File: config.mk
export PLATFORM = sky130hd
export DESIGN_NAME = bidir_port
export DESIGN_NICKNAME = d
export VERILOG_FILES = /design/src/rtl/bidir_port_pkg.sv /design/src/rtl/bp_sync.sv /design/src/rtl/bp_regs.sv /design/src/rtl/bp_view.sv /design/src/rtl/bidir_port.sv
export SDC_FILE = /design/constraint.sdc
export NUM_CORES = 1
export LEC_CHECK = 0
export ABC_AREA = 1
export ABC_CLOCK_PERIOD_IN_PS = 1550
export BUFFER_PORTS_ARGS = -buffer_cell sky130_fd_sc_hd__buf_2
export CORE_MARGIN = 3
export CORE_UTILIZATION = 32
export CTS_BUF_LIST = sky130_fd_sc_hd__clkbuf_4 sky130_fd_sc_hd__clkbuf_8
export CTS_CLUSTER_DIAMETER = 50
export DETAILED_ROUTE_END_ITERATION = 16
export PLACE_DENSITY = 0.52
export SLEW_MARGIN = 20
export SYNTH_ARGS = -nofsm -noshare
export SYNTH_HDL_FRONTEND = slang
export SYNTH_SLANG_ARGS = --single-unit
File: constraint.sdc
create_clock -name clk -period 1.55 [get_ports clk]
set_clock_uncertainty 0.05 [all_clocks]
set_input_delay 0.0775 -clock clk [delete_from_list [all_inputs] [get_ports clk]]
set_output_delay 0.0775 -clock clk [all_outputs]
set_load 0.01 [all_outputs]
File: src/rtl/bidir_port_pkg.sv
package bidir_port_pkg;
  typedef enum logic [2:0] {
    OP_NOP      = 3'd0,
    OP_WR_LATCH = 3'd1,
    OP_WR_DIR   = 3'd2,
    OP_WR_WAKE  = 3'd3,
    OP_WR_PULL  = 3'd4,
    OP_BIT_SET  = 3'd5,
    OP_BIT_CLR  = 3'd6,
    OP_BIT_TOG  = 3'd7
  } port_op_e;
endpackage

File: src/rtl/bp_sync.sv
module bp_sync #(
  parameter int WIDTH = 8
) (
  input  logic             clk,
  input  logic             rst_n,
  input  logic [WIDTH-1:0] raw,
  output logic [WIDTH-1:0] lvl,
  output logic [WIDTH-1:0] prev
);
  // Per line: two synchronizer stages plus one history stage for change detection.
  for (genvar i = 0; i < WIDTH; i++) begin : g_line
    logic s1, s2, s3;
    always_ff @(posedge clk or negedge rst_n) begin
      if (!rst_n) begin
        s1 <= 1'b1;
        s2 <= 1'b1;
        s3 <= 1'b1;
      end else begin
        s1 <= raw[i];
        s2 <= s1;
        s3 <= s2;
      end
    end
    assign lvl[i]  = s2;
    assign prev[i] = s3;
  end
endmodule

File: src/rtl/bp_regs.sv
module bp_regs import bidir_port_pkg::*; #(
  parameter int WIDTH = 8,
  parameter int IDX_W = 3
) (
  input  logic             clk,
  input  logic             rst_n,
  input  logic             cmd_valid,
  input  port_op_e         cmd_op,
  input  logic [IDX_W-1:0] cmd_bit,
  input  logic [WIDTH-1:0] cmd_data,
  input  logic [WIDTH-1:0] rd_mix,
  output logic [WIDTH-1:0] dir_q,
  output logic [WIDTH-1:0] latch_q,
  output logic [WIDTH-1:0] mask_q,
  output logic [WIDTH-1:0] pull_q
);
  function automatic logic [WIDTH-1:0] bit_edit(input logic [WIDTH-1:0] base,
                                                input logic [IDX_W-1:0] idx,
                                                input port_op_e op);
    logic [WIDTH-1:0] sel;
    sel = {{(WIDTH-1){1'b0}}, 1'b1} << idx;
    case (op)
      OP_BIT_SET: bit_edit = base | sel;
      OP_BIT_CLR: bit_edit = base & ~sel;
      default:    bit_edit = base ^ sel;
    endcase
  endfunction

  logic             rmw_hit;
  logic [WIDTH-1:0] rmw_word;

  assign rmw_hit  = cmd_valid && (cmd_op inside {OP_BIT_SET, OP_BIT_CLR, OP_BIT_TOG});
  assign rmw_word = bit_edit(rd_mix, cmd_bit, cmd_op);

  always_ff @(posedge clk or negedge rst_n) begin
    if (!rst_n) begin
      dir_q   <= '1;
      latch_q <= '1;
      mask_q  <= '0;
      pull_q  <= '0;
    end else if (rmw_hit) begin
      latch_q <= rmw_word;
    end else if (cmd_valid) begin
      case (cmd_op)
        OP_WR_LATCH: latch_q <= cmd_data;
        OP_WR_DIR:   dir_q   <= cmd_data;
        OP_WR_WAKE:  mask_q  <= cmd_data;
        OP_WR_PULL:  pull_q  <= cmd_data;
        default:     ;
      endcase
    end
  end
endmodule

File: src/rtl/bp_view.sv
module bp_view #(
  parameter int WIDTH = 8
) (
  input  logic [WIDTH-1:0] dir_q,
  input  logic [WIDTH-1:0] latch_q,
  input  logic [WIDTH-1:0] lvl,
  input  logic [WIDTH-1:0] prev,
  input  logic [WIDTH-1:0] mask_q,
  output logic [WIDTH-1:0] rd_mix,
  output logic             wake_any
);
  function automatic logic [WIDTH-1:0] mix_word(input logic [WIDTH-1:0] dir,
                                                input logic [WIDTH-1:0] pads,
                                                input logic [WIDTH-1:0] lat);
    mix_word = (dir & pads) | (~dir & lat);
  endfunction

  assign rd_mix   = mix_word(dir_q, lvl, latch_q);
  assign wake_any = |((lvl ^ prev) & mask_q & dir_q);
endmodule

File: src/rtl/bidir_port.sv
module bidir_port import bidir_port_pkg::*; #(
  parameter int WIDTH = 8,
  localparam int IDX_W = (WIDTH > 1) ? $clog2(WIDTH) : 1
) (
  input  logic             clk,
  input  logic             rst_n,
  input  logic             cmd_valid,
  input  logic [2:0]       cmd_op,
  input  logic [IDX_W-1:0] cmd_bit,
  input  logic [WIDTH-1:0] cmd_data,
  input  logic             rd_en,
  output logic [WIDTH-1:0] rd_data,
  input  logic [WIDTH-1:0] pad_in,
  input  logic [WIDTH-1:0] pad_driven,
  output logic [WIDTH-1:0] pad_out,
  output logic [WIDTH-1:0] pad_oe,
  output logic             wake
);
  function automatic logic [WIDTH-1:0] pad_level(input logic [WIDTH-1:0] pin,
                                                 input logic [WIDTH-1:0] drv,
                                                 input logic [WIDTH-1:0] pull);
    pad_level = pin | (~drv & pull);
  endfunction

  logic [WIDTH-1:0] dir_q, latch_q, mask_q, pull_q;
  logic [WIDTH-1:0] raw_lvl, sync_lvl, sync_prev, rd_mix;
  logic             wake_any;

  assign raw_lvl = pad_level(pad_in, pad_driven, pull_q);

  bp_sync #(.WIDTH(WIDTH)) u_sync (
    .clk(clk), .rst_n(rst_n), .raw(raw_lvl), .lvl(sync_lvl), .prev(sync_prev)
  );

  bp_regs #(.WIDTH(WIDTH), .IDX_W(IDX_W)) u_regs (
    .clk(clk), .rst_n(rst_n), .cmd_valid(cmd_valid), .cmd_op(port_op_e'(cmd_op)),
    .cmd_bit(cmd_bit), .cmd_data(cmd_data), .rd_mix(rd_mix),
    .dir_q(dir_q), .latch_q(latch_q), .mask_q(mask_q), .pull_q(pull_q)
  );

  bp_view #(.WIDTH(WIDTH)) u_view (
    .dir_q(dir_q), .latch_q(latch_q), .lvl(sync_lvl), .prev(sync_prev),
    .mask_q(mask_q), .rd_mix(rd_mix), .wake_any(wake_any)
  );

  always_ff @(posedge clk or negedge rst_n) begin
    if (!rst_n)     rd_data <= '0;
    else if (rd_en) rd_data <= rd_mix;
  end

  assign pad_out = latch_q;
  assign pad_oe  = ~dir_q;
  assign wake    = wake_any;
endmodule

# --- Word-level counts from Yosys, hierarchy flattened ---
# Cells that the tools add are included.
op_classes:
  eq_ne: 7
  shift: 1
  muxes: 4
  bitwise_logic: 15
  reduce_logical: 9
op_table:
  columns: ["cell", "count"]
  rows:
  - ["$and A8 B8 Y8", 6]
  - ["$mux W8", 3]
  - ["$not A8 Y8", 3]
  - ["$or A8 B8 Y8", 3]
  - ["$pmux W8 S2", 1]
  - ["$xor A8 B8 Y8", 2]
  - ["$eq A3 B3 Y1 const B", 4]
  - ["$reduce_and A3 Y1", 3]
  - ["$reduce_or A8 Y1", 1]
  - ["$shl A1 B3 Y8 const A", 1]
  - ["$eq A3 B2 Y1 const B", 2]
  - ["$reduce_bool A2 Y1", 2]
  - ["$eq A3 B1 Y1 const B", 1]
  - ["$reduce_bool A3 Y1", 1]
  - ["$reduce_and A2 Y1", 1]
  - ["$logic_and A1 B1 Y1", 1]
  - ["$not A1 Y1", 1]
word_totals:
  ff_bits: 64
  input_bits: 34
  out_inout_bits: 25
  wordCells: 65

# --- Logic depth before layout (Yosys ltp) ---
logic_depth:
  depth_word: 6
  ltp_mapped: 9
  mapped_depth_nobuf: 9

# --- Modules after synthesis ---
# Synthesis repeated with hierarchy kept, for this count alone.
unflattened:
  hier_cells: 412
  area_unflattened_um2: 3343.2
by_module_without_submodules:
  columns: ["mod", "instances", "cells_per_inst", "area_per_inst_um2", "seq_area_each_um2"]
  rows:
  - ["bp_regs", 1, 226, 1828.0, 820.8]
  - ["bp_sync", 1, 40, 750.7, 630.6]
  - ["bidir_port", 1, 74, 455.4, 200.2]
  - ["bp_view", 1, 72, 309.0, 0.0]

# --- Worst setup path before layout ---
# OpenSTA, ideal clock, no wires.
synth_timing:
  path_kind: "register -> register"
  start: "reg u_regs.latch_q[7]"
  end: "reg u_regs.latch_q[7]"
  setup_time_ns: 0.060
  t_arrival_ns: 1.301
  required_time_ns: 1.440
  path_slack_ns: 0.139
  path_stages_with_launch: 10
  n_path_buf: 0
  period_less_slack_ns: 1.411
  path_cell_list: "dfstp_2 inv_1 o21ai_0 inv_1 ha_1 nor2_1 nor2_1 nand2_1 nand2_1 nand2_1"
synth_via:
  elab_chain_len: 5
  word_cells_on_any_way: 7
  cone_classes: "mux (2); bitwise (5)"
synth_lines:
  columns: ["item", "line", "source"]
  rows:
  - ["from (decl)", "bp_regs.sv:13", "output logic [WIDTH-1:0] latch_q,"]
  - ["from (signal assigned)", "bp_regs.sv:42", "latch_q <= rmw_word;"]
  - ["from (signal assigned)", "bp_regs.sv:45", "OP_WR_LATCH: latch_q <= cmd_data;"]
  - ["$and A8 B8 Y8 (*)", "bp_view.sv:15", "mix_word = (dir & pads) | (~dir & lat);"]
  - ["$or A8 B8 Y8 (*)", "bp_view.sv:15", null]
  - ["via rd_mix[7]", "bidir_port.sv:26", "logic [WIDTH-1:0] raw_lvl, sync_lvl, sync_prev, rd_mix;"]
  - ["$xor A8 B8 Y8, or another cell as far along", "bp_regs.sv:25", "default: bit_edit = base ^ sel;"]
  - ["$pmux W8 S2 (*)", "bp_regs.sv:22", "case (op)"]
  - ["$mux W8 (*)", "bp_regs.sv:41", "end else if (rmw_hit) begin"]
# Mark *: on every way through the listed nets, which the timed path passes. The rest lies on a longest branch.
# A chain may end at the register's enable or synchronous reset.

# --- Worst setup path after layout ---
layout_timing:
  start: "reg u_regs.dir_q[0]"
  end: "out wake"
layout_via:
  elab_chain_len: 2
layout_lines:
  columns: ["item", "line", "source"]
  rows:
  - ["from (decl)", "bp_regs.sv:12", "output logic [WIDTH-1:0] dir_q,"]
  - ["from (signal assigned)", "bp_regs.sv:46", "OP_WR_DIR: dir_q <= cmd_data;"]
  - ["$and A8 B8 Y8", "bp_view.sv:19", "assign wake_any = |((lvl ^ prev) & mask_q & dir_q);"]
  - ["$reduce_or A8 Y1", "bp_view.sv:19", null]
  - ["to (decl)", "bidir_port.sv:17", "output logic wake"]
# No other way between the ends.

==> flow_summary.yaml <==
drt:
  drt_iter0_markers: 114
  first_pass_iters: 4
  drc: 0
  drt_wl_total_um: 7591
  vias_per_cell: 4.470
  wl_per_cell_um: 12.57
  num_vias: 2700
  antenna_left: 0
sta:
  hold_viol: 0
  fin_ws_ns: -0.05438
  finalSetupViolations: 1
  min_period_over_period_pct: 103.5
  min_period_ns: 1.604
  rsz0062_at_grt: "true"
  relSlewSlack_pct: 73.38
  drv_slew: 0
  tightest_slew_ns: 0.3989
  tns_ns: -0.05438
  max_clock_freq_ghz: 0.6233
  hold_slack_ns: 0.09965
critical_path:
  reg2regPathDepth: 10
  crit_start: "u_regs.dir_q[0]"
  path_class: "reg -> out"
  cp.required_ns: 1.42
  start_kind: "flip-flop"
  timing.rr.start: "u_regs.dir_q[6]"
  r2r_slack_ns: 0.05
  worstPathArrival_ns: 1.48
  worstReg2RegEnd: "u_regs.latch_q[6]"
  cp_max_fo: 5
  endpoint_kind: "output pin"
min_path:
  hold_class: "in -> reg"
  hold_start: "cmd_valid"
  min_to: "u_regs.latch_q[3]"
  min_path_cells: 4
logic_synthesis:
  avgSynthCellArea_um2: 8.714
  ys_seq_area_share_pct: 51.79
  syn_inst: 366
  synth.most_common_cell: "nand2_1"
  synth_top_cell_by_area: "dfstp_2"
  synth_warnings: 0
  synth_seq_cells: 64
  ys_types: 25
  async_flop_share_pct: 100.0
  synth_fp_nets: 416
  synth.area.top_cells: "dfstp_2 (33%), dfrtp_1 (19%), nand2_1 (11%)"
  synth_edf_count: 0
  syn_area_um2: 3189
  ys.flop_type: "dfstp_2"
  synth_commonest_cells: "nand2_1 (95), inv_1 (55), dfstp_2 (40), o21ai_0 (38), dfrtp_1 (24)"
  yosysTopAreaCellShare_pct: 32.95
clock_network:
  clockBufferDepth: 2
  worstSkewPairLatency_ns: 0.34
  cts_root_buffer: "clkbuf_8"
  clk_pin_slew_ns: 0.07
  cts_tree: "built"
  numClockSinks: 64
  cts-htree-levels: 3
  cts_inserted_buffers: 9
pwr:
  swShare_pct: 30.24
  pwr-share-seq_pct: 46.2
  p_switching_mw: 1.442
  combPwrFrac_pct: 25.0
  vdd_drop_max_mv: 0.4633
  p_leak_nw: 2.080
  clock_power_share_pct: 28.8
  cellPowerDensity_nw_per_um2: 1124
  internal_power_mw: 3.327
  fin_total_pwr_mw: 4.769
floorplanning:
  initial_core_util_pct: 33.72
  fp.dieArea_um2: 11200
  ios: 59
  core_um2: 9459
  rows: 35
  die_w_um: 105.8
  die_h_um: 105.8
global_route:
  first_global_vias: 2650
  grt_max_degree: 65
  grt_pass1_wl_um: 12590
  antenna_found_initial: 0
  grt_usage_pct: 14.19
  globalRouteOverflowTotal: 0
finish:
  multi_input_area_um2: 1318
  diodes: 0
  nNetsFinal: 520
  syn2layout_area_growth_pct: 33.03
  filler_cell_count: 981
  seqCellArea_um2: 1652
  final_layout_size_suffix_gt1_share_pct: 35.16
flow_run:
  maxCapViolations: 0
status:
  outcome: "finished, violations left"
  violations: "negative setup slack"
placed_design:
  post-dp-hpwl_um: 5149
  numPortBuffers: 58
  routabilityCongestion: 0.8161
area by class of cell:
class / instances / share of cell area, %
inverters: 58 / 5.190
clock buffers: 14 / 4.247
flip-flops and latches: 64 / 38.93
multi-input cells: 235 / 31.05
clock inverters: 2 / 0.2949
well taps: 129 / 3.804
repair buffers: 102 / 16.48
cell usage in the layout, fill, tap and decap left out, types with 13 or more instances in the layout:
cell type and instances:
nand3_1 16, dlygate4sd3_1 25, buf_4 17, o21ai_0 27
nand4_1 15, buf_2 58, ha_1 13, dfstp_2 40
inv_1 52, nor2_1 17, dfrtp_1 24, nand2_1 92
flip-flops by register name (all words and copies together), names as in the netlist:
signal,flops
rd_data,8
u_regs.dir_q,8
u_regs.latch_q,8
u_regs.mask_q,8
u_regs.pull_q,8
u_sync.g_line.s1,8
u_sync.g_line.s2,8
u_sync.g_line.s3,8
how the worst max path moves through the flow:
stage / endpoint / slack, ns / depth (start not counted)
after floorplan: u_regs.latch_q[7] / 0.14 / 9
after global placement: u_regs.latch_q[6] / -0.11 / 9
after detailed placement: u_regs.latch_q[6] / -0.12 / 9
after CTS: wake / -0.09 / 6
after global routing: wake / -0.15 / 7
final: wake / -0.05 / 5
critical path, cell delays in order (launching register included):
cell and delay [ns]:
dfstp_2 0.62, nand4_1 0.14, nand2_2 0.11, nor2_2 0.05
nand2_1 0.09, buf_2 0.13
metrics by stage:
step | std cells | util [%] | cell area (um2) | setup WS [ns]
after global routing | 604 | 44.85 | 4243 | -0.1490
after floorplan | 366 | - | 3189 | 0.1391
after global placement | 554 | 38.68 | 3659 | -0.1092
after CTS | 597 | 43.70 | 4134 | -0.08664
after detailed placement | 554 | 38.68 | 3659 | -0.1196
final | 604 | 44.85 | 4243 | -0.05438
power groups by stage:
stage,Clock [mW],Combinational (mW),Sequential (mW)
detailed placement,0,1.01,2.22
CTS,1.43,1.11,2.20
finish,1.37,1.19,2.20
global route,1.50,1.37,2.24
floorplan,0,0.554,2.23
global placement,0,0.987,2.22
cells by family after synthesis:
logic type / after synthesis / synth area share, %
simple gates: 157 / 22.13
buf+inv: 67 / 9.023
flops: 64 / 51.79
compound gates: 61 / 10.51
fa+ha+maj: 16 / 6.277
xor+xnor: 1 / 0.2747
metal layers:
layer | vias up | track usage (%) | share of wire [%] | routed length (um)
met3 | 4 | 3.735 | 4.5 | 342
li1 | 1374 | - | - | -
met5 | - | 0 | 0 | 0
met1 | 1261 | 18.88 | 49 | 3682
met4 | 0 | 4.440 | 0.62 | 47
met2 | 61 | 22.59 | 46 | 3517
what timing repair did:
item                                    4_1_cts  5_1_grt
hold endpoints to repair                     87        0
setup buffers                                 2        8
gates resized for setup                      10       26
pin swaps                                     5       19
hold buffers                                 25        0
endpoints found under the setup margin        4        9
(Power assumes the default switching activity.)
